**src/rtl/shic_pkg.sv**
```systemverilog
package shic_pkg;

    localparam int unsigned BUS_AW = 12;

    // address regions, selected by bus_addr[11:8]
    localparam logic [3:0] RG_CTL    = 4'h0;
    localparam logic [3:0] RG_STAT   = 4'h1;
    localparam logic [3:0] RG_MASKOP = 4'h2;
    localparam logic [3:0] RG_SENSE  = 4'h3;
    localparam logic [3:0] RG_DUAL   = 4'h4;

    localparam logic [BUS_AW-1:0] ADDR_INFO   = 12'h000;
    localparam logic [BUS_AW-1:0] ADDR_SWEDGE = 12'h004;

    typedef struct packed {
        logic dual;
        logic trig;
        logic pol;
    } sense_cfg_t;

    typedef struct packed {
        logic       en_wr;
        logic       en_rd;
        logic [3:0] region;
        logic       upper;
        logic [4:0] widx;
        logic       is_route;
        logic [8:0] ridx;
    } bus_dec_t;

    function automatic bus_dec_t decode_bus(input logic en, input logic wr,
                                            input logic [BUS_AW-1:0] a);
        bus_dec_t d;
        logic     aligned;
        aligned    = (a[1:0] == 2'b00);
        d.en_wr    = en && wr && aligned;
        d.en_rd    = en && !wr && aligned;
        d.region   = a[11:8];
        d.upper    = a[7];
        d.widx     = a[6:2];
        d.is_route = a[11];
        d.ridx     = a[10:2];
        return d;
    endfunction

    function automatic int unsigned first_one(input logic [31:0] v);
        int unsigned r;
        r = 0;
        for (int k = 31; k >= 0; k--) begin
            if (v[k]) r = k;
        end
        return r;
    endfunction

    function automatic logic [31:0] info_word(input int unsigned groups,
                                              input int unsigned ctx);
        return {16'h0000, 8'(ctx - 1), 8'(groups - 1)};
    endfunction

endpackage

```
**src/rtl/shic_src_cell.sv**
```systemverilog
module shic_src_cell
    import shic_pkg::*;
(
    input  logic       clk,
    input  logic       rst,
    input  logic       raw_i,
    input  sense_cfg_t cfg_i,
    input  logic       sw_set_i,
    input  logic       sw_clr_i,
    output logic       pend_o
);

    logic meta_q, sync_q, prev_q, pend_q;
    logic edge_hit, level_val;

    always_comb begin
        level_val = cfg_i.pol ? sync_q : ~sync_q;
        if (cfg_i.dual)
            edge_hit = sync_q ^ prev_q;
        else if (cfg_i.pol)
            edge_hit = sync_q & ~prev_q;
        else
            edge_hit = ~sync_q & prev_q;
    end

    always_ff @(posedge clk) begin
        if (rst) begin
            meta_q <= 1'b0;
            sync_q <= 1'b0;
            prev_q <= 1'b0;
            pend_q <= 1'b0;
        end else begin
            meta_q <= raw_i;
            sync_q <= meta_q;
            prev_q <= sync_q;
            if (!cfg_i.trig)
                pend_q <= level_val;
            else if (edge_hit || sw_set_i)
                pend_q <= 1'b1;
            else if (sw_clr_i)
                pend_q <= 1'b0;
        end
    end

    assign pend_o = pend_q;

endmodule

```
**src/rtl/shic_regs.sv**
```systemverilog
module shic_regs
    import shic_pkg::*;
#(
    parameter  int unsigned NUM_GROUPS = 8,
    parameter  int unsigned NUM_CTX    = 4,
    localparam int unsigned NUM_SRC    = NUM_GROUPS * 8,
    localparam int unsigned CTX_W      = (NUM_CTX > 1) ? $clog2(NUM_CTX) : 1
)(
    input  logic                              clk,
    input  logic                              rst,
    input  logic                              bus_en,
    input  logic                              bus_wr,
    input  logic [BUS_AW-1:0]                 bus_addr,
    input  logic [31:0]                       bus_wdata,
    input  logic [NUM_SRC-1:0]                pend_i,
    output logic [31:0]                       rdata_o,
    output logic [NUM_SRC-1:0]                mask_o,
    output sense_cfg_t [NUM_SRC-1:0]          cfg_o,
    output logic [NUM_SRC-1:0][CTX_W-1:0]     route_o,
    output logic [NUM_SRC-1:0]                sw_set_o,
    output logic [NUM_SRC-1:0]                sw_clr_o
);

    localparam int unsigned NUM_WORDS = (NUM_SRC + 31) / 32;
    localparam int unsigned WSEL_W    = (NUM_WORDS > 1) ? $clog2(NUM_WORDS) : 1;
    localparam int unsigned RSEL_W    = $clog2(NUM_SRC);

    bus_dec_t dec;
    logic word_ok, route_ok;
    logic we_smask, we_rmask, we_pol, we_trig, we_dual, we_route, sw_hit;
    logic [WSEL_W-1:0] wsel;
    logic [RSEL_W-1:0] rsel;
    logic [31:0] rd_word, rdata_q;

    logic [NUM_SRC-1:0]            mask_q;
    sense_cfg_t [NUM_SRC-1:0]      cfg_q;
    logic [NUM_SRC-1:0][CTX_W-1:0] route_q;

    logic [NUM_WORDS-1:0][31:0] pend_a, mask_a, pol_a, trig_a, dual_a;

    assign dec      = decode_bus(bus_en, bus_wr, bus_addr);
    assign word_ok  = int'(dec.widx) < NUM_WORDS;
    assign route_ok = int'(dec.ridx) < NUM_SRC;
    assign wsel     = dec.widx[WSEL_W-1:0];
    assign rsel     = dec.ridx[RSEL_W-1:0];

    assign we_smask = dec.en_wr && !dec.is_route && dec.region == RG_MASKOP && !dec.upper && word_ok;
    assign we_rmask = dec.en_wr && !dec.is_route && dec.region == RG_MASKOP &&  dec.upper && word_ok;
    assign we_pol   = dec.en_wr && !dec.is_route && dec.region == RG_SENSE  && !dec.upper && word_ok;
    assign we_trig  = dec.en_wr && !dec.is_route && dec.region == RG_SENSE  &&  dec.upper && word_ok;
    assign we_dual  = dec.en_wr && !dec.is_route && dec.region == RG_DUAL   && !dec.upper && word_ok;
    assign we_route = dec.en_wr && dec.is_route && route_ok && (|bus_wdata[NUM_CTX-1:0]);
    assign sw_hit   = dec.en_wr && bus_addr == ADDR_SWEDGE;

    // software edge decode: one strobe per source
    always_comb begin
        for (int i = 0; i < NUM_SRC; i++) begin
            sw_set_o[i] = sw_hit &&  bus_wdata[31] && int'(bus_wdata[30:0]) == i;
            sw_clr_o[i] = sw_hit && !bus_wdata[31] && int'(bus_wdata[30:0]) == i;
        end
    end

    always_ff @(posedge clk) begin
        if (rst) begin
            mask_q  <= '0;
            route_q <= '0;
            rdata_q <= '0;
            for (int i = 0; i < NUM_SRC; i++)
                cfg_q[i] <= '{dual: 1'b0, trig: 1'b0, pol: 1'b1};
        end else begin
            for (int i = 0; i < NUM_SRC; i++) begin
                if (int'(dec.widx) == i / 32) begin
                    if (we_smask && bus_wdata[i % 32]) mask_q[i] <= 1'b1;
                    if (we_rmask && bus_wdata[i % 32]) mask_q[i] <= 1'b0;
                    if (we_pol)  cfg_q[i].pol  <= bus_wdata[i % 32];
                    if (we_trig) cfg_q[i].trig <= bus_wdata[i % 32];
                    if (we_dual) cfg_q[i].dual <= bus_wdata[i % 32];
                end
                if (we_route && int'(dec.ridx) == i)
                    route_q[i] <= CTX_W'(first_one(32'(bus_wdata[NUM_CTX-1:0])));
            end
            if (dec.en_rd)
                rdata_q <= rd_word;
        end
    end

    // word views of the per-source bits, padded with zeros
    for (genvar b = 0; b < NUM_WORDS * 32; b++) begin : g_pack
        if (b < NUM_SRC) begin : g_live
            assign pend_a[b / 32][b % 32] = pend_i[b];
            assign mask_a[b / 32][b % 32] = mask_q[b];
            assign pol_a[b / 32][b % 32]  = cfg_q[b].pol;
            assign trig_a[b / 32][b % 32] = cfg_q[b].trig;
            assign dual_a[b / 32][b % 32] = cfg_q[b].dual;
        end else begin : g_pad
            assign pend_a[b / 32][b % 32] = 1'b0;
            assign mask_a[b / 32][b % 32] = 1'b0;
            assign pol_a[b / 32][b % 32]  = 1'b0;
            assign trig_a[b / 32][b % 32] = 1'b0;
            assign dual_a[b / 32][b % 32] = 1'b0;
        end
    end

    always_comb begin
        rd_word = '0;
        if (dec.is_route) begin
            if (route_ok) rd_word = 32'(1) << route_q[rsel];
        end else begin
            case (dec.region)
                RG_CTL:   if (bus_addr == ADDR_INFO) rd_word = info_word(NUM_GROUPS, NUM_CTX);
                RG_STAT:  if (word_ok) rd_word = dec.upper ? mask_a[wsel] : pend_a[wsel];
                RG_SENSE: if (word_ok) rd_word = dec.upper ? trig_a[wsel] : pol_a[wsel];
                RG_DUAL:  if (word_ok && !dec.upper) rd_word = dual_a[wsel];
                default:  rd_word = '0;
            endcase
        end
    end

    assign rdata_o = rdata_q;
    assign mask_o  = mask_q;
    assign cfg_o   = cfg_q;
    assign route_o = route_q;

endmodule

```
**src/rtl/shic_ctx_or.sv**
```systemverilog
module shic_ctx_or #(
    parameter int unsigned NUM_SRC = 64,
    parameter int unsigned NUM_CTX = 4,
    parameter int unsigned CTX_W   = 2
)(
    input  logic [NUM_SRC-1:0]            pend_i,
    input  logic [NUM_SRC-1:0]            mask_i,
    input  logic [NUM_SRC-1:0][CTX_W-1:0] route_i,
    output logic [NUM_CTX-1:0]            irq_o
);

    for (genvar c = 0; c < NUM_CTX; c++) begin : g_ctx
        logic [NUM_SRC-1:0] sel;
        always_comb begin
            for (int i = 0; i < NUM_SRC; i++)
                sel[i] = pend_i[i] & mask_i[i] & (route_i[i] == CTX_W'(c));
        end
        assign irq_o[c] = |sel;
    end

endmodule

```
**src/rtl/shic_top.sv**
```systemverilog
module shic_top
    import shic_pkg::*;
#(
    parameter int unsigned NUM_GROUPS = 8,
    parameter int unsigned NUM_CTX    = 4
)(
    input  logic                    clk,
    input  logic                    rst,
    input  logic [NUM_GROUPS*8-1:0] src_in,
    input  logic                    bus_en,
    input  logic                    bus_wr,
    input  logic [11:0]             bus_addr,
    input  logic [31:0]             bus_wdata,
    output logic [31:0]             bus_rdata,
    output logic [NUM_CTX-1:0]      irq_out
);

    localparam int unsigned NUM_SRC = NUM_GROUPS * 8;
    localparam int unsigned CTX_W   = (NUM_CTX > 1) ? $clog2(NUM_CTX) : 1;

    logic [NUM_SRC-1:0]            pend_q, mask_q, sw_set, sw_clr, trig_v;
    sense_cfg_t [NUM_SRC-1:0]      cfg_q;
    logic [NUM_SRC-1:0][CTX_W-1:0] route_q;

    shic_regs #(.NUM_GROUPS(NUM_GROUPS), .NUM_CTX(NUM_CTX)) u_regs (
        .clk      (clk),
        .rst      (rst),
        .bus_en   (bus_en),
        .bus_wr   (bus_wr),
        .bus_addr (bus_addr),
        .bus_wdata(bus_wdata),
        .pend_i   (pend_q),
        .rdata_o  (bus_rdata),
        .mask_o   (mask_q),
        .cfg_o    (cfg_q),
        .route_o  (route_q),
        .sw_set_o (sw_set),
        .sw_clr_o (sw_clr)
    );

    for (genvar i = 0; i < NUM_SRC; i++) begin : g_src
        shic_src_cell u_cell (
            .clk     (clk),
            .rst     (rst),
            .raw_i   (src_in[i]),
            .cfg_i   (cfg_q[i]),
            .sw_set_i(sw_set[i]),
            .sw_clr_i(sw_clr[i]),
            .pend_o  (pend_q[i])
        );
        assign trig_v[i] = cfg_q[i].trig;
    end

    shic_ctx_or #(.NUM_SRC(NUM_SRC), .NUM_CTX(NUM_CTX), .CTX_W(CTX_W)) u_ctx (
        .pend_i (pend_q),
        .mask_i (mask_q),
        .route_i(route_q),
        .irq_o  (irq_out)
    );

endmodule

```
**config.mk**
```make
export PLATFORM = sky130hd
export DESIGN_NAME = shic_top
export DESIGN_NICKNAME = d
export VERILOG_FILES = /design/src/rtl/shic_pkg.sv /design/src/rtl/shic_src_cell.sv /design/src/rtl/shic_regs.sv /design/src/rtl/shic_ctx_or.sv /design/src/rtl/shic_top.sv
export SDC_FILE = /design/constraint.sdc
export NUM_CORES = 2
export LEC_CHECK = 0
export BUFFER_PORTS_ARGS = -buffer_cell sky130_fd_sc_hd__buf_2
export CORE_ASPECT_RATIO = 0.7
export CORE_MARGIN = 5
export CORE_UTILIZATION = 50
export CTS_CLUSTER_SIZE = 28
export DETAILED_ROUTE_END_ITERATION = 12
export PLACE_DENSITY = 0.72
export SLEW_MARGIN = 40
export SYNTH_ARGS = -nofsm -noshare
export SYNTH_HDL_FRONTEND = slang
export SYNTH_SLANG_ARGS = --single-unit
```
**constraint.sdc**
```tcl
create_clock -name clk -period 2.75 [get_ports clk]
set_input_delay 0.4125 -clock clk [delete_from_list [all_inputs] [get_ports clk]]
set_output_delay 0.4125 -clock clk [all_outputs]
set_load 0.05 [all_outputs]
```
Yosys cells after proc, flatten, opt, wreduce, memory -nomap -nowiden. Index checks and enable logic that the tools add are counted.

Shift operators: 1. Muxes and demuxes: 473. Magnitude comparators: 4. Equality and inequality tests: 388. Reductions and logical operators: 526. Bitwise gates (word level): 640.

Operators with widths (number): $eq 31x7->1 const B (32); $mux 32 (17); $eq 31x6->1 const B (16); $and 1x1->1 (448); $mux 1 (448); $eq 9x7->1 const B (32); $logic_and 1x1->1 (281); $eq 2x2->1 const B (128); $reduce_or 64->1 (4); $eq 31x5->1 const B (8); $ne 3x1->1 const B (64); $eq 9x6->1 const B (16); $reduce_and 2->1 (70); $logic_not 2->1 (65); $eq 2x1->1 const B (64); $not 1->1 (128); $pmux 32 s4 (1); $eq 31x4->1 const B (4); $eq 9x5->1 const B (8); $logic_or 1x1->1 (64); $reduce_bool 2->1 (32); $xor 1x1->1 (64); $eq 31x3->1 const B (2); $eq 9x4->1 const B (4); other kinds (23) (32).

Flip-flop bits (word level): 672. Input port bits: 112.

Depth between registers and ports, before layout.
Word-level depth: 9. Depth in mapped cells: 11. Gate-level depth less buffers: 7.

Modules after synthesis. A second synthesis with hierarchy kept.

Cell total of the unflattened synthesis: 3879. Area, all modules: 34605.7 um^2.

By module, submodules not included: shic_regs (seq. area each 8328.0 um^2, times used 1, area each 19914.1 um^2, cells an instance 2255); shic_src_cell (seq. area each 80.1 um^2, times used 64, area each 191.4 um^2, cells an instance 19); shic_ctx_or (seq. area each 0.0 um^2, times used 1, area each 2439.8 um^2, cells an instance 408).

Worst setup path before layout. No wires, ideal clock.

Path kind: input-to-reg. Start: in bus_addr[3]. End: reg g_src[61].u_cell.pend_q. Arrival time: 2.674 ns. Path slack: -0.055 ns. Path buffers: 1. Cell stages on the path: 8. Setup time: 0.131 ns. Cell sequence: buf_6 -> or4b_4 -> or2_1 -> or4_4 -> or3_4 -> or3_1 -> a221oi_2 -> nor3_1.

Cells in the longest elaborated chain, start to end: 7. Elaborated cells on any way between the ends: 10. Those cells by class: eq/ne: 2; mux: 2; reduce/logical: 6.

Ends and longest elaborated chain: start, declared (line shic_top.sv:12) `input logic [11:0] bus_addr,`; $eq 12x3->1 (*) (line shic_regs.sv:53) `assign sw_hit = dec.en_wr && bus_addr == ADDR_SWEDGE;`; $logic_and 1x1->1 (*) (line shic_regs.sv:53); $logic_and 1x1->1 (2 in series) (line shic_regs.sv:58) `sw_set_o[i] = sw_hit && bus_wdata[31] && int'(bus_wdata[30:0]) == i;`; $logic_or 1x1->1 (line shic_src_cell.sv:38) `else if (edge_hit || sw_set_i)`; $mux 1 (line shic_src_cell.sv:38); $mux 1 (line shic_src_cell.sv:36) `if (!cfg_i.trig)`; end signal, assigned (line shic_src_cell.sv:37) `pend_q <= level_val;`; end, declared (line shic_src_cell.sv:13) `logic meta_q, sync_q, prev_q, pend_q;`.

Every way passes the cells marked *; elsewhere a longest branch is shown, timed or not. A chain may end at the register's enable or synchronous reset.

Worst setup path in the final report.
Start: reg u_regs.route_q, in the netlist u_regs.route_o[0]. End: out irq_out[3].

Cells in the longest elaborated chain, start to end: 3.

Ends and longest elaborated chain: start, declared (line shic_regs.sv:37) `logic [NUM_SRC-1:0][CTX_W-1:0] route_q;`; start signal, assigned by index (line shic_regs.sv:80) `route_q[i] <= CTX_W'(first_one(32'(bus_wdata[NUM_CTX-1:0])));`; $eq 2x2->1 (line shic_ctx_or.sv:16) `sel[i] = pend_i[i] & mask_i[i] & (route_i[i] == CTX_W'(c));`; $and 1x1->1 (line shic_ctx_or.sv:16); $reduce_or 64->1 (line shic_ctx_or.sv:18) `assign irq_o[c] = |sel;`; end, declared (line shic_top.sv:15) `output logic [NUM_CTX-1:0] irq_out`.

No other way between the ends.

==> metrics.md <==
| Metric | Value |
|---|---|
| Status | `complete, but fails checks` |
| Failing checks | `negative setup slack` |
| Die height | `around 230 microns` |
| Worst EP required | `2.34 ns` |
| Synth area leader | `dfxtp_1` |
| Setup TNS | `-1.544 ns` |
| Drt wl/cell | `28.93 microns` |
| Most frequent cell after synthesis | `nand2_1` |
| Layout cells sized above 1 | `23.20%` |
| Rel. slew slack | `approximately 24%` |
| # setup viols final | `4` |
| Num CTS Buffers | `roughly 60` |
| Synthesis-to-layout area growth | `24.48%` |
| Clock Skew | `0.02362 ns` |
| Total Routed Length | `about 160 mm` |
| Port Buffer Count | `147` |
| Final net count | `4795` |
| # H-tree levels | `2` |
| Fin. max-slew vios | `0` |
| Clk root buf | `clkbuf_16` |
| Worst EP arrival | `2.79 ns` |
| Post-route worst setup slack | `-0.4518 ns` |
| # rows | `79` |
| Initial Util | `around half` |
| Power per cell area | `490.6 nW/um^2` |
| Tot GR Track Use | `approximately 42%` |
| Final Util | `63.00%` |
| Tcrit/Tclk final | `116.4%` |
| CTS Buffer Depth | `3` |
| Post-Syn Nets | `4335` |
| RSZ-0062 raised after global routing | `true` |
| First-pass GRT wire length | `between 200 and 250 mm` |
| Seq/Total Area, Yosys | `39.90%` |
| Post-synth EDFFs | `0` |
| Antenna violations before repair | `10` |
| Worst hold path class | `input pin to register` |
| Clk sinks | `672` |
| Drt initial violations | `5923` |
| Main synth FF type | `dfxtp_1` |
| Yosys top cell area share | `approximately two fifths` |
| Synth warn | `0` |
| Asr flop ratio synth | `0%` |
| Core Area | `between 60000 and 70000 sq um` |
| Total Power | `just over 20 mW` |
| Largest net degree at the start of global routing | `158` |
| VDD IR-drop max | `approximately 0.58 mV` |
| Startpoint types | `register` |
| Remaining global-route overflow | `0` |
| Synth top area cells | `dfxtp_1 40%, nand2_1 8.0%, a21oi_1 6.6%, ha_1 4.7%, mux2i_1 4.6%` |
| Maxcap violations | `0` |
| Die area | `72810 sq um` |
| Worst Tran Pin Value | `1.131 ns` |
| Critical path type | `register to output pin` |
| ANT nets after route | `0` |
| Fmax | `0.3123 GHz` |
| # IOs | `148` |
| Chip width | `320.4 microns` |
| Vias in the first global route | `31660` |
| Synth Register Bits | `672` |
| TritonCTS clock tree | `built` |
| Worst Path Max Fanout | `2` |
| Min Tclk post-route | `3.202 ns` |
| GP Congestion | `between 1 and 1.5` |
| DR vias | `35000` |
| Post-Syn Area | `33720 sq um` |
| Leakage | `15.46 nW` |
| Worst-skew pair later-pin latency | `0.67 ns` |
| Final Hold Viols | `0` |
| Post-route DRC | `0` |
| Post-Syn Area per Cell | `8.234 sq um` |
| Detail Placement HPWL | `120.4 mm` |
| Via density | `6.368` |
| Clk pin slew, worst setup/hold paths | `roughly 0.070 ns` |
| CP Capture Type | `output pin` |
| Cells after Synth | `between 4000 and 5000` |
| Synth unique cells | `60` |
| Synth cell count leaders | `723 x nand2_1, 672 x dfxtp_1, 444 x a21oi_1` |
| Drt first pass iters | `8` |
==> area by class of cell <==
| cell class | instances | area, sq um |
|---|---|---|
| inverter | 161 | 606.8 |
| fill | 5657 | 24650 |
| sequential | 672 | 13610 |
| clock buffer | 71 | 1644 |
| timing repair buffer | 676 | 5425 |
| clock inverter | 41 | 452.9 |
| antenna | 1 | 2.502 |
| multi-input combinational | 2983 | 19110 |
| tap | 891 | 1115 |
==> state kept, by name, summed over array words and instances (netlist names) <==
register             flops
g_src.u_cell.pend_o     64
u_regs.route_o         128
u_regs.mask_o           64
u_regs.cfg_o           192
g_src.u_cell.sync_q     64
g_src.u_cell.meta_q     64
u_regs.rdata_o          32
g_src.u_cell.prev_q     64
==> stage by stage <==
stage / cell area, sq um / cells / hold slack (ns) / setup slack (ns)
finish: 41970 / 5496 / 0.01710 / -0.4518
global route: 41970 / 5495 / 0.01617 / -0.4512
CTS: 41800 / 5494 / 0.002118 / -0.4030
detailed placement: 38450 / 5318 / 0.4234 / -0.2966
global placement: 38450 / 5318 / 0.4162 / -0.2278
floorplan: 33720 / 4095 / 0.4138 / -0.03443
==> cell families after synthesis <==
kind of cell	after synthesis	synth area share, %
AOI/OAI and AO/OA	932	16.38
adders and majority gates	128	4.750
buffers and inverters	440	5.091
and+or+nand+nor	1555	20.83
DFF	672	39.90
xor gates and xnor gates	64	1.662
muxes	304	11.38
==> worst max-delay path: stages (launching register included) <==
cell and delay [ns]:
dfxtp_2 0.34, nand4_1 0.26, o2111ai_2 0.16, buf_6 0.18, or4_4 0.45, nor4_4 0.28
nand3_1 0.13, buf_6 0.15, buf_8 0.14
==> layout by cell type (no fill, tap or decap), types with 61 or more instances in the layout <==
cell type	instances
a211oi_1	65
a21oi_1	444
a311oi_1	64
buf_2	140
buf_4	417
clkbuf_16	61
dfxtp_1	585
dfxtp_2	66
ha_1	128
inv_1	159
mux2_2	96
mux2i_1	154
nand2_1	706
nand3_1	162
nor2_1	256
nor2b_1	135
nor3_1	63
o21ai_0	178
xnor2_1	64
==> power breakdown <==
part / switching (mW) / internal (mW)
clock: 4.15 / 4.97
combinational: 0.931 / 0.565
sequential: 0.127 / 9.85
==> worst paths after layout <==
path | from | end | slack [ns] | cells after the start
max reg2reg | u_regs.route_o[112] | u_regs.rdata_o[1] | 0.19 | 9
min | src_in[3] | g_src[3].u_cell.meta_q | 0.02 | 2
max | u_regs.route_o[0] | irq_out[3] | -0.45 | 8
min reg2reg | g_src[39].u_cell.meta_q | g_src[39].u_cell.sync_q | 0.44 | 1
==> layer usage <==
metal	wire length (microns)	global-route usage (%)	share of wire, %	up-vias
met5	237	0	0.15	-
met2	61560	58.74	39	2626
met4	7377	14.65	4.6	6
li1	-	-	-	15280
met3	26570	18.62	17	398
met1	63240	58.12	40	16690
==> timing repair <==
item	CTS	global route
hold buffers	60	0
gates resized for setup	197	42
buffers inserted	7	1
gates cloned	0	0
endpoints found under the hold margin	60	0
pin swaps	38	21
setup endpoints to repair	4	4
No activity file was read; power rests on OpenSTA's default activity.
